`src/rtl/osr_pkg.sv`:
```
package osr_pkg;

    // Acquisition progress of the recovery block.
    typedef enum logic [1:0] {
        ST_HUNT  = 2'd0,
        ST_ARM   = 2'd1,
        ST_TRACK = 2'd2
    } acq_state_t;

    // Direction of the most recent sampling-phase move (valid for one cycle).
    typedef enum logic [1:0] {
        STEP_NONE = 2'd0,
        STEP_UP   = 2'd1,
        STEP_DN   = 2'd2
    } step_t;

endpackage

```
`src/rtl/osr_edge_detect.sv`:
```
module osr_edge_detect #(
    parameter int GROUP = 10,
    localparam int IDX_W = $clog2(GROUP)
) (
    input  logic             clk,
    input  logic             rst_n,
    input  logic [GROUP-1:0] samp_i,
    output logic [GROUP-1:0] edges_o,
    output logic             any_edge_o,
    output logic [IDX_W-1:0] first_idx_o,
    output logic             prev_last_o
);

    logic last_q;

    // Keep the final sample so edges across the group seam are seen.
    always_ff @(posedge clk or negedge rst_n) begin
        if (!rst_n) begin
            last_q <= 1'b0;
        end else begin
            last_q <= samp_i[GROUP-1];
        end
    end

    assign edges_o[0] = samp_i[0] ^ last_q;

    generate
        for (genvar gi = 1; gi < GROUP; gi++) begin : g_xor
            assign edges_o[gi] = samp_i[gi] ^ samp_i[gi-1];
        end
    endgenerate

    always_comb begin
        first_idx_o = '0;
        for (int i = GROUP - 1; i >= 0; i--) begin
            if (edges_o[i]) begin
                first_idx_o = IDX_W'(i);
            end
        end
    end

    assign any_edge_o  = |edges_o;
    assign prev_last_o = last_q;

endmodule

```
`src/rtl/osr_phase_track.sv`:
```
module osr_phase_track
    import osr_pkg::*;
#(
    parameter int OSR      = 5,
    parameter int BITS_NOM = 2,
    parameter int WINDOW   = 16,
    localparam int GROUP = OSR * BITS_NOM,
    localparam int IDX_W = $clog2(GROUP),
    localparam int PH_W  = $clog2(OSR),
    localparam int CNT_W = $clog2(WINDOW * BITS_NOM + 1),
    localparam int WIN_W = $clog2(WINDOW),
    localparam int HALF  = OSR / 2
) (
    input  logic             clk,
    input  logic             rst_n,
    input  logic             enable_i,
    input  logic             snap_i,
    input  logic [IDX_W-1:0] snap_idx_i,
    input  logic [GROUP-1:0] edges_i,
    output logic [PH_W-1:0]  phase_o,
    output step_t            step_o
);

    logic [CNT_W-1:0] cnt_q [OSR];
    logic [CNT_W-1:0] hits  [OSR];
    logic [CNT_W-1:0] tot   [OSR];
    logic [WIN_W-1:0] wcnt_q;
    logic [PH_W-1:0]  phase_q;
    step_t            step_q;

    logic [PH_W-1:0]  best;
    logic [CNT_W-1:0] best_cnt;
    logic             have_edges;
    logic             move_up;
    logic             move_dn;
    logic [PH_W-1:0]  phase_inc;
    logic [PH_W-1:0]  phase_dec;
    logic [PH_W-1:0]  snap_phase;
    int               target;
    int               diff;

    // Edge histogram for this group merged with the running window count.
    always_comb begin
        for (int p = 0; p < OSR; p++) begin
            hits[p] = '0;
            for (int k = 0; k < BITS_NOM; k++) begin
                hits[p] = hits[p] + CNT_W'(edges_i[p + OSR * k]);
            end
            tot[p] = cnt_q[p] + hits[p];
        end
    end

    // Dominant edge position, centre target and shortest direction.
    always_comb begin
        best       = '0;
        best_cnt   = tot[0];
        have_edges = 1'b0;
        for (int p = 0; p < OSR; p++) begin
            if (tot[p] != '0) begin
                have_edges = 1'b1;
            end
            if (tot[p] > best_cnt) begin
                best     = PH_W'(p);
                best_cnt = tot[p];
            end
        end
        target  = (int'(best) + HALF) % OSR;
        diff    = (target - int'(phase_q) + OSR) % OSR;
        move_up = have_edges && (diff != 0) && (diff <= HALF);
        move_dn = have_edges && (diff > HALF);
    end

    assign phase_inc  = (phase_q == PH_W'(OSR - 1)) ? '0 : phase_q + 1'b1;
    assign phase_dec  = (phase_q == '0) ? PH_W'(OSR - 1) : phase_q - 1'b1;
    assign snap_phase = PH_W'((int'(snap_idx_i) + HALF) % OSR);

    always_ff @(posedge clk or negedge rst_n) begin
        if (!rst_n) begin
            phase_q <= '0;
            step_q  <= STEP_NONE;
            wcnt_q  <= '0;
            for (int p = 0; p < OSR; p++) begin
                cnt_q[p] <= '0;
            end
        end else if (snap_i) begin
            phase_q <= snap_phase;
            step_q  <= STEP_NONE;
            wcnt_q  <= '0;
            for (int p = 0; p < OSR; p++) begin
                cnt_q[p] <= '0;
            end
        end else if (enable_i) begin
            if (wcnt_q == WIN_W'(WINDOW - 1)) begin
                wcnt_q <= '0;
                for (int p = 0; p < OSR; p++) begin
                    cnt_q[p] <= '0;
                end
                if (move_up) begin
                    phase_q <= phase_inc;
                    step_q  <= STEP_UP;
                end else if (move_dn) begin
                    phase_q <= phase_dec;
                    step_q  <= STEP_DN;
                end else begin
                    step_q  <= STEP_NONE;
                end
            end else begin
                wcnt_q <= wcnt_q + 1'b1;
                step_q <= STEP_NONE;
                for (int p = 0; p < OSR; p++) begin
                    cnt_q[p] <= tot[p];
                end
            end
        end else begin
            step_q <= STEP_NONE;
        end
    end

    assign phase_o = phase_q;
    assign step_o  = step_q;

endmodule

```
`src/rtl/osr_bit_pick.sv`:
```
module osr_bit_pick
    import osr_pkg::*;
#(
    parameter int OSR      = 5,
    parameter int BITS_NOM = 2,
    localparam int GROUP = OSR * BITS_NOM,
    localparam int PH_W  = $clog2(OSR),
    localparam int NB_W  = $clog2(BITS_NOM + 2)
) (
    input  logic [GROUP-1:0]  samp_i,
    input  logic              prev_last_i,
    input  logic [PH_W-1:0]   phase_i,
    input  step_t             step_i,
    output logic [BITS_NOM:0] bits_o,
    output logic [NB_W-1:0]   nbits_o
);

    logic [BITS_NOM-1:0] nominal;
    logic                wrap_dn;
    logic                wrap_up;

    always_comb begin
        for (int k = 0; k < BITS_NOM; k++) begin
            nominal[k] = samp_i[int'(phase_i) + OSR * k];
        end
    end

    assign wrap_dn = (step_i == STEP_DN) && (phase_i == PH_W'(OSR - 1));
    assign wrap_up = (step_i == STEP_UP) && (phase_i == '0);

    always_comb begin
        bits_o  = '0;
        nbits_o = NB_W'(BITS_NOM);
        if (wrap_dn) begin
            // Late sample of the previous group fills the gap left by the move.
            bits_o  = {nominal, prev_last_i};
            nbits_o = NB_W'(BITS_NOM + 1);
        end else if (wrap_up) begin
            // Index 0 would repeat the bit already taken at the previous group end.
            for (int k = 1; k < BITS_NOM; k++) begin
                bits_o[k-1] = nominal[k];
            end
            nbits_o = NB_W'(BITS_NOM - 1);
        end else begin
            bits_o[BITS_NOM-1:0] = nominal;
        end
    end

endmodule

```
`src/rtl/osr_word_pack.sv`:
```
module osr_word_pack #(
    parameter int WORD_W = 10,
    parameter int IN_W   = 3,
    localparam int NB_W   = $clog2(IN_W + 1),
    localparam int ACC_W  = WORD_W + IN_W,
    localparam int FILL_W = $clog2(ACC_W + 1)
) (
    input  logic              clk,
    input  logic              rst_n,
    input  logic              clear_i,
    input  logic              enable_i,
    input  logic [IN_W-1:0]   bits_i,
    input  logic [NB_W-1:0]   nbits_i,
    output logic [WORD_W-1:0] word_o,
    output logic              valid_o,
    output logic [FILL_W-1:0] fill_o
);

    logic [ACC_W-1:0]  acc_q;
    logic [FILL_W-1:0] fill_q;
    logic [ACC_W-1:0]  merged;
    int                total;
    logic [WORD_W-1:0] word_q;
    logic              valid_q;

    always_comb begin
        merged = acc_q;
        for (int i = 0; i < IN_W; i++) begin
            if (i < int'(nbits_i)) begin
                merged[int'(fill_q) + i] = bits_i[i];
            end
        end
        total = int'(fill_q) + int'(nbits_i);
    end

    always_ff @(posedge clk or negedge rst_n) begin
        if (!rst_n) begin
            acc_q   <= '0;
            fill_q  <= '0;
            word_q  <= '0;
            valid_q <= 1'b0;
        end else if (clear_i) begin
            acc_q   <= '0;
            fill_q  <= '0;
            valid_q <= 1'b0;
        end else if (enable_i) begin
            if (total >= WORD_W) begin
                word_q  <= merged[WORD_W-1:0];
                valid_q <= 1'b1;
                acc_q   <= merged >> WORD_W;
                fill_q  <= FILL_W'(total - WORD_W);
            end else begin
                acc_q   <= merged;
                fill_q  <= FILL_W'(total);
                valid_q <= 1'b0;
            end
        end else begin
            valid_q <= 1'b0;
        end
    end

    assign word_o  = word_q;
    assign valid_o = valid_q;
    assign fill_o  = fill_q;

endmodule

```
`src/rtl/osr_bit_recovery.sv`:
```
module osr_bit_recovery
    import osr_pkg::*;
#(
    parameter int OSR      = 5,
    parameter int BITS_NOM = 2,
    parameter int WORD_W   = 10,
    parameter int WINDOW   = 16,
    localparam int GROUP  = OSR * BITS_NOM,
    localparam int IDX_W  = $clog2(GROUP),
    localparam int PH_W   = $clog2(OSR),
    localparam int IN_W   = BITS_NOM + 1,
    localparam int NB_W   = $clog2(BITS_NOM + 2),
    localparam int FILL_W = $clog2(WORD_W + IN_W + 1)
) (
    input  logic              clk,
    input  logic              rst_n,
    input  logic [GROUP-1:0]  line_samples_i,
    output logic [WORD_W-1:0] rx_word_o,
    output logic              rx_word_valid_o
);

    acq_state_t        state_q;
    acq_state_t        state_d;
    logic              track_en;
    logic              snap;

    logic [GROUP-1:0]  edges_w;
    logic              any_edge_w;
    logic [IDX_W-1:0]  first_idx_w;
    logic              prev_last_w;
    logic [PH_W-1:0]   phase_w;
    step_t             step_w;
    logic [IN_W-1:0]   pick_bits;
    logic [NB_W-1:0]   pick_n;
    logic [FILL_W-1:0] fill_w;

    // State register.
    always_ff @(posedge clk or negedge rst_n) begin
        if (!rst_n) begin
            state_q <= ST_HUNT;
        end else begin
            state_q <= state_d;
        end
    end

    // Next-state decision.
    always_comb begin
        state_d = state_q;
        unique case (state_q)
            ST_HUNT:  if (any_edge_w) state_d = ST_ARM;
            ST_ARM:   state_d = any_edge_w ? ST_TRACK : ST_HUNT;
            ST_TRACK: state_d = ST_TRACK;
            default:  state_d = ST_HUNT;
        endcase
    end

    // Control outputs of the acquisition machine.
    always_comb begin
        track_en = 1'b0;
        snap     = 1'b0;
        unique case (state_q)
            ST_HUNT:  ;
            ST_ARM:   snap = any_edge_w;
            ST_TRACK: track_en = 1'b1;
            default:  ;
        endcase
    end

    osr_edge_detect #(
        .GROUP (GROUP)
    ) u_edge (
        .clk         (clk),
        .rst_n       (rst_n),
        .samp_i      (line_samples_i),
        .edges_o     (edges_w),
        .any_edge_o  (any_edge_w),
        .first_idx_o (first_idx_w),
        .prev_last_o (prev_last_w)
    );

    osr_phase_track #(
        .OSR      (OSR),
        .BITS_NOM (BITS_NOM),
        .WINDOW   (WINDOW)
    ) u_phase (
        .clk        (clk),
        .rst_n      (rst_n),
        .enable_i   (track_en),
        .snap_i     (snap),
        .snap_idx_i (first_idx_w),
        .edges_i    (edges_w),
        .phase_o    (phase_w),
        .step_o     (step_w)
    );

    osr_bit_pick #(
        .OSR      (OSR),
        .BITS_NOM (BITS_NOM)
    ) u_pick (
        .samp_i      (line_samples_i),
        .prev_last_i (prev_last_w),
        .phase_i     (phase_w),
        .step_i      (step_w),
        .bits_o      (pick_bits),
        .nbits_o     (pick_n)
    );

    osr_word_pack #(
        .WORD_W (WORD_W),
        .IN_W   (IN_W)
    ) u_pack (
        .clk      (clk),
        .rst_n    (rst_n),
        .clear_i  (snap),
        .enable_i (track_en),
        .bits_i   (pick_bits),
        .nbits_i  (pick_n),
        .word_o   (rx_word_o),
        .valid_o  (rx_word_valid_o),
        .fill_o   (fill_w)
    );

endmodule

```
`config.mk`:
```
export PLATFORM = sky130hd
export DESIGN_NAME = osr_bit_recovery
export DESIGN_NICKNAME = d
export VERILOG_FILES = /design/src/rtl/osr_pkg.sv /design/src/rtl/osr_edge_detect.sv /design/src/rtl/osr_phase_track.sv /design/src/rtl/osr_bit_pick.sv /design/src/rtl/osr_word_pack.sv /design/src/rtl/osr_bit_recovery.sv
export SDC_FILE = /design/constraint.sdc
export NUM_CORES = 1
export LEC_CHECK = 0
export BUFFER_PORTS_ARGS = -buffer_cell sky130_fd_sc_hd__buf_2
export CAP_MARGIN = 20
export CORE_ASPECT_RATIO = 1.75
export CORE_MARGIN = 2
export CORE_UTILIZATION = 30
export CTS_CLUSTER_SIZE = 10
export DETAILED_ROUTE_END_ITERATION = 10
export GPL_TIMING_DRIVEN = 0
export PLACE_DENSITY = 0.44
export SLEW_MARGIN = 20
export SYNTH_ARGS = -nofsm -noshare
export SYNTH_HDL_FRONTEND = slang
export SYNTH_SLANG_ARGS = --single-unit
```
`constraint.sdc`:
```
create_clock -name clk -period 62.7 [get_ports clk]
set_input_delay 12.54 -clock clk [delete_from_list [all_inputs] [get_ports clk]]
set_output_delay 12.54 -clock clk [all_outputs]
set_load 0.05 [all_outputs]
```
# --- Word-level counts from Yosys, hierarchy flattened ---
# Index checks and enable logic that the tools add are counted.
classes:
  n_div: 3
  bitwise_logic: 11
  magnitude_cmp: 18
  reduce_logical: 22
  n_eq_ne: 7
  muxes: 77
  add_sub_neg: 22
op_table:
  columns: ["operator", "count"]
  rows:
  - ["< comparator 32 x 6 -> 1 bit (second input constant)", 3]
  - ["modulo 32 x 4 -> 32 bit (second input constant)", 3]
  - ["two-way mux 30 bit", 3]
  - ["two-way mux 13 bit", 6]
  - [">= comparator 32 x 1 -> 1 bit (second input constant)", 2]
  - ["two-way mux 4 bit", 16]
  - ["bitwise mux 13 bit", 3]
  - ["adder 32 x 4 -> 32 bit (second input constant)", 1]
  - ["greater-than comparator 32 x 3 -> 1 bit (second input constant)", 1]
  - ["less-or-equal comparator 32 x 3 -> 1 bit (second input constant)", 1]
  - ["nonzero test 32 bit", 1]
  - ["subtractor 32 x 4 -> 32 bit", 1]
  - ["adder 6 bit", 5]
  - ["nonzero test 6 bit", 5]
  - ["greater-than comparator 6 bit", 4]
  - ["two-way mux 2 bit", 12]
  - ["two-way mux 3 bit", 8]
  - ["two-way mux 1 bit", 20]
  - ["two-way mux 6 bit", 3]
  - ["demux 1 bit (select 4 bit)", 3]
  - ["adder 1 x 1 -> 2 bit", 5]
  - ["adder 4 x 2 -> 5 bit (second input constant)", 2]
  - ["OR reduction 10 bit", 1]
  - ["XOR 1 bit", 10]
  - ["other kinds (29)", 41]
totals:
  inputBits: 12
  regBits: 70
  elab_cells: 174
  output_inout_bits: 11

# --- Depth between registers and ports, before layout ---
logic_depth:
  word_depth: 23
  depth_mapped: 114

# --- Modules after synthesis ---
# Synthesis repeated with hierarchy kept, for this count alone.
unflattened:
  hier_cells: 1783
  hier_area_um2: 13521.7
by_module_without_submodules:
  columns: ["mod", "instances", "seq_area_each_um2", "area_each_um2", "cells_per_inst"]
  rows:
  - ["osr_phase_track", 1, 975.9, 10720.3, 1476]
  - ["osr_word_pack", 1, 700.7, 2053.2, 218]
  - ["osr_edge_detect", 1, 25.0, 342.8, 48]
  - ["osr_bit_pick", 1, 0.0, 325.3, 35]
  - ["osr_bit_recovery", 1, 50.0, 80.1, 6]

# --- Least setup slack after synthesis ---
# OpenSTA, ideal clock, no wires.
synth_timing:
  path_kind: "input to register"
  startpoint: "input port line_samples_i[0]"
  endpoint: "register u_phase.phase_q[2] (netlist: u_phase.phase_o[2])"
  setup_time_ns: 0.083
  path_buffers: 9
  t_arrival_ns: 35.000
  setup_slack_ns: 27.617
  path_stages: 103
  cell_sequence: "xor2_1 -> ha_1 -> ha_1 -> fa_1 -> xnor2_1 -> inv_1 -> ha_1 -> maj3_1 -> maj3_1 -> a211oi_1 -> a41oi_1 -> mux2_2 -> ha_1 -> inv_1 -> or4b_2 -> o22ai_1 -> clkbuf_1 -> mux2i_1 -> [67 not listed] -> nor2_1 -> o2bb2ai_1 -> a2111oi_0 -> a21oi_1 -> ha_1 -> o211ai_1 -> o21ai_0 -> nand2_1 -> ha_1 -> inv_1 -> a211oi_1 -> or4b_1 -> and4_4 -> o31ai_4 -> nand3_2 -> o221ai_2 -> o21ai_1 -> o22ai_1"
synth_via:
  elab_chain_len: 23
  word_cells_on_any_way: 49
  cone_classes: "add/sub: 8; div: 3; order compare: 6; mux: 19; bitwise: 2; reduce/logical: 11"
synth_lines:
  columns: ["element", "line", "source"]
  rows:
  - ["from (decl)", "osr_bit_recovery.sv:17", "input logic [GROUP-1:0] line_samples_i,"]
  - ["parallel branches: the longest is 23 deep, another holds adder 6 bit", null, null]
  - ["to (signal assigned)", "osr_phase_track.sv:86", "phase_q <= snap_phase;"]
  - ["to (signal assigned)", "osr_phase_track.sv:99", "phase_q <= phase_inc;"]
  - ["to (signal assigned)", "osr_phase_track.sv:102", "phase_q <= phase_dec;"]
  - ["to (decl)", "osr_phase_track.sv:28", "logic [PH_W-1:0] phase_q;"]
# Parallel ways; which one is timed is not known. The select of a mux whose other input is x is not followed.
# A chain may end at the register's enable or synchronous reset.

# --- Worst setup path in the final report ---
layout_timing:
  startpoint: "input port line_samples_i[6]"
  endpoint: "register u_phase.phase_q[2] (netlist: u_phase.phase_o[2])"
layout_via:
  elab_chain_len: 23
  word_cells_on_any_way: 54
  cone_classes: "add/sub: 8; div: 3; order compare: 6; mux: 24; bitwise: 2; reduce/logical: 11"
layout_lines:
  columns: ["element"]
  rows:
  - ["parallel branches: the longest is 23 deep, another holds adder 6 bit"]
# Parallel ways; which one is timed is not known. The select of a mux whose other input is x is not followed.

==> impl_summary.log <==
[metrics] Worst setup EP type: register
[metrics] layout overhead on the synthesized area: 10.3%
[metrics] dpl cells: roughly 2.4k
[metrics] pre-CTS setup slack: 22.19 ns
[metrics] area occupied by registers: 0.00175 mm²
[metrics] critical path's largest stage delay: 0.71 ns
[metrics] Post-route DRC: 0
[metrics] number of antenna cells inserted: 0
[metrics] wire per inst: around 18 µm
[metrics] Worst Path Arrival: approximately 40 ns
[metrics] worst reg2reg path endpoint: u_phase.phase_o[2]
[metrics] vias in the first global route: between 10k and 15k
[metrics] highest-delay cell along the critical path: a2111oi_0
[metrics] layout cells sized above 1: between 8 and 9%
[metrics] number of antenna violations at the first check in global routing: 0
[metrics] total clock buffers created by CTS: 9
[metrics] post-synth top area cell: dfrtp_1
[metrics] Crit Path Category: input port to register
[metrics] die outline area: roughly 0.046 mm²
[metrics] Final setup viols: 0
[metrics] iteration count of the initial detailed-routing pass: 5
[metrics] clk sink count: 70
[metrics] final setup skew: a little over 0.007 ns
[metrics] area of combinational cells with multiple inputs: 0.0110 mm²
[metrics] number of nets in the finished design: around 2.0k
[metrics] y dimension of the die: 281 µm
[metrics] maximum achievable frequency: approximately 25 MHz
[metrics] Register-to-Register Path Depth: around 100
[metrics] setup TNS after final layout: 0 ns
[metrics] critical register-to-register path startpoint: u_edge.prev_last_o
[metrics] Setup Fix Bufs, Post-CTS: 0
[metrics] mean number of vias per cell: 5.78
[metrics] Setup crit end: u_phase.phase_o[2]
[metrics] standard cell area after detailed placement: 0.0142 mm²
[metrics] number of enable-type register cells in the synthesized netlist: 0
[metrics] CTS tree: yes
[metrics] count of different cell masters after synthesis: about 120
[metrics] Port Buf Inserts: 22
[metrics] Chip Width: roughly 160 µm
[metrics] filler instances: roughly 4.8k
[metrics] final non-filler cell total: between 2k and 2.5k
[metrics] min setup slack post-route: roughly 23 ns
[metrics] endpoints failing hold: 0
[metrics] unrepaired setup endpoints after global routing: no
[metrics] global-route wire length before repair: 71.6 mm
[metrics] total number of vias: 14.1k
[metrics] latest clock arrival within the worst-skew pair: 0.36 ns
[metrics] number of core rows: slightly above 100
[metrics] Cell Area, Synth: around 0.013 mm²
[metrics] worst reg2reg setup slack: between 30 and 40 ns
[metrics] number of placed I/O pins: 23
[metrics] Final Instance Area: about 0.015 mm²
[metrics] Seq/Total Area, Yosys: about an eighth
[metrics] number of max-cap violations: 0
[metrics] required time at the worst-slack endpoint: between 60 and 70 ns
[metrics] Std-Cell Core Area: between 0.04 and 0.05 mm²
[metrics] count of cells resized by post-cts repair: 0
[metrics] CP bufs+invs: 15
[metrics] run status: completed
[metrics] number of synthesized register bits: 70
[metrics] Placer Congestion: 0.903
[metrics] library cell used as clock root buffer: clkbuf_16
[metrics] final cycle utilization of the critical path: about 64%
[metrics] clock slew at reported path FFs: 0.07 ns
[metrics] number of H-tree levels: 3
[metrics] Routed Wire Length: between 40 and 50 mm
[metrics] synth top area cells: dfrtp_1 (13%), ha_1 (8.2%), nand2_1 (5.1%)
[metrics] GRT Overall Usage: between 10% and 20%
[metrics] number of violations reported at the end of detailed-routing iteration 0: between 900 and 1k
[metrics] maximum clock insertion buffer count: 2
[metrics] class of the most critical hold timing path: register to register
[metrics] Gate Count Post-Synth: roughly 1.8k
[metrics] cell type group with the largest total delay on the critical path: compound AO/OA/AOI/OAI gates
[metrics] number of nets with antenna violations after routing: 0
[metrics] Critical Path Most Common Cell: ha_1
[metrics] number of warning messages in the yosys log: 0
[metrics] worst-path fanout max: 10
[metrics] initial core utilization: slightly above 30%
[metrics] Crit. path cell count: approximately 100
[metrics] predominant post-synthesis flop cell: dfrtp_1
[metrics] Final Critical Period: 40.06 ns
[metrics] count of pins over their slew limit: 0
[metrics] number of hold buffers added after CTS: 0
[metrics] type of origin of the critical path: input port
[metrics] slew at the pin with the worst max-slew slack: between 0.9 and 1 ns
[metrics] overall overflow remaining after global route: 0
[metrics] pin count of the biggest net entering global routing: 50
[metrics] most frequently used cell type in the post-synthesis netlist: nand2_1
[metrics] Post-Syn Area per Cell: roughly 7.4 µm²
[metrics] list of most frequent post-synthesis cells: nand2_1 (179), nor2_1 (150), o21ai_0 (124), a21oi_1 (110), ha_1 (87)
[metrics] Max transition margin: 36.9%
[metrics] detailed placement HPWL: roughly 36 mm
[metrics] fraction of synthesis flops using an asynchronous set or reset pin: between 90% and 100%
[metrics] share of the synthesized area in the top cell type: between 10% and 20%
[metrics] launch point of the worst path: line_samples_i[6]
## worst register-to-register path, delay by kind of cell, from the launching register on
kind	cells	cell delay (ns)
AO/OA/AOI/OAI	42	11.90
XOR/XNOR	5	1.35
adder cells (fa/ha/maj)	11	3.08
buffers and inverters	14	2.57
flip-flops	1	0.44
multiplexers	3	1.06
AND/OR/NAND/NOR	28	7.38
## area by class of cell
type                       count  area share, %
timing repair buffer          24          0.988
buffer                        78           2.40
clock buffer                   9           1.55
tap                          566           4.86
multi-input combinational   1603           75.3
inverter                      74           1.91
sequential                    70           12.0
clock inverter                 7          0.997
## layout by cell type (no fill, tap or decap), drive strengths merged, types with 23 or more instances in the layout
cell    instances
nand2         179
nor2          150
o21ai         144
a21oi         115
ha             87
inv            73
nand3          72
dfrtp          70
nor3           64
clkbuf         63
xnor2          60
xor2           51
buf            48
nand4          41
conb           38
mux2i          36
a21o           35
a211oi         35
o31ai          30
o211ai         26
and2           25
o21a           23
## through the flow
step | hold WS [ns] | utilization, %
floorplan | 0.444 | -
global placement | 0.470 | 32.6
detailed placement | 0.479 | 32.6
CTS | 0.493 | 33.5
global route | 0.510 | 33.5
finish | 0.490 | 33.5
## sequential cells by signal (all words and copies together) (netlist names)
signal	cells
state_q	2
u_pack.word_o	10
u_phase.wcnt_q	4
u_pack.valid_o	1
u_pack.fill_o	4
u_pack.acc_q	13
u_phase.phase_o	3
u_phase.step_o	2
u_edge.prev_last_o	1
u_phase.cnt_q	30
## kinds of logic (layout without fill, tap and decap cells)
| family | count (synthesis) | after routing | share of synthesized area [%] |
|---|---|---|---|
| compound gates | 641 | 641 | 35.1 |
| xor+xnor | 111 | 111 | 7.48 |
| fa+ha+maj | 98 | 98 | 9.61 |
| buf+inv | 152 | 192 | 4.75 |
| flops | 70 | 70 | 13.3 |
| mux | 54 | 54 | 4.46 |
| other cells | 2 | 38 | 0.0569 |
| simple gates | 661 | 661 | 25.3 |
## worst min path at each step
| stage | from | end | slack (ns) | cells past startpoint |
|---|---|---|---|---|
| after global routing | u_pack.acc_q[8] | u_pack.acc_q[8] | 0.51 | 2 |
| final | u_pack.acc_q[8] | u_pack.acc_q[8] | 0.49 | 2 |
| after CTS | state_q[0] | state_q[0] | 0.49 | 1 |
| after detailed placement | u_pack.acc_q[8] | u_pack.acc_q[8] | 0.48 | 2 |
| after global placement | u_pack.acc_q[8] | u_pack.acc_q[8] | 0.47 | 2 |
| after floorplan | u_pack.acc_q[8] | u_pack.acc_q[8] | 0.44 | 2 |
## metal layers
metal / share of wire [%] / vias up / track usage (%)
met1: 37 / 6695 / 18.8
met2: 57 / 325 / 39.7
li1: - / 6934 / -
met4: 4.0 / 0 / 8.19
met5: 0 / - / 0
met3: 2.0 / 99 / 1.12
Power is not shown: default switching activity piles up to over one toggle a cycle in this logic, so the estimate is an artifact.
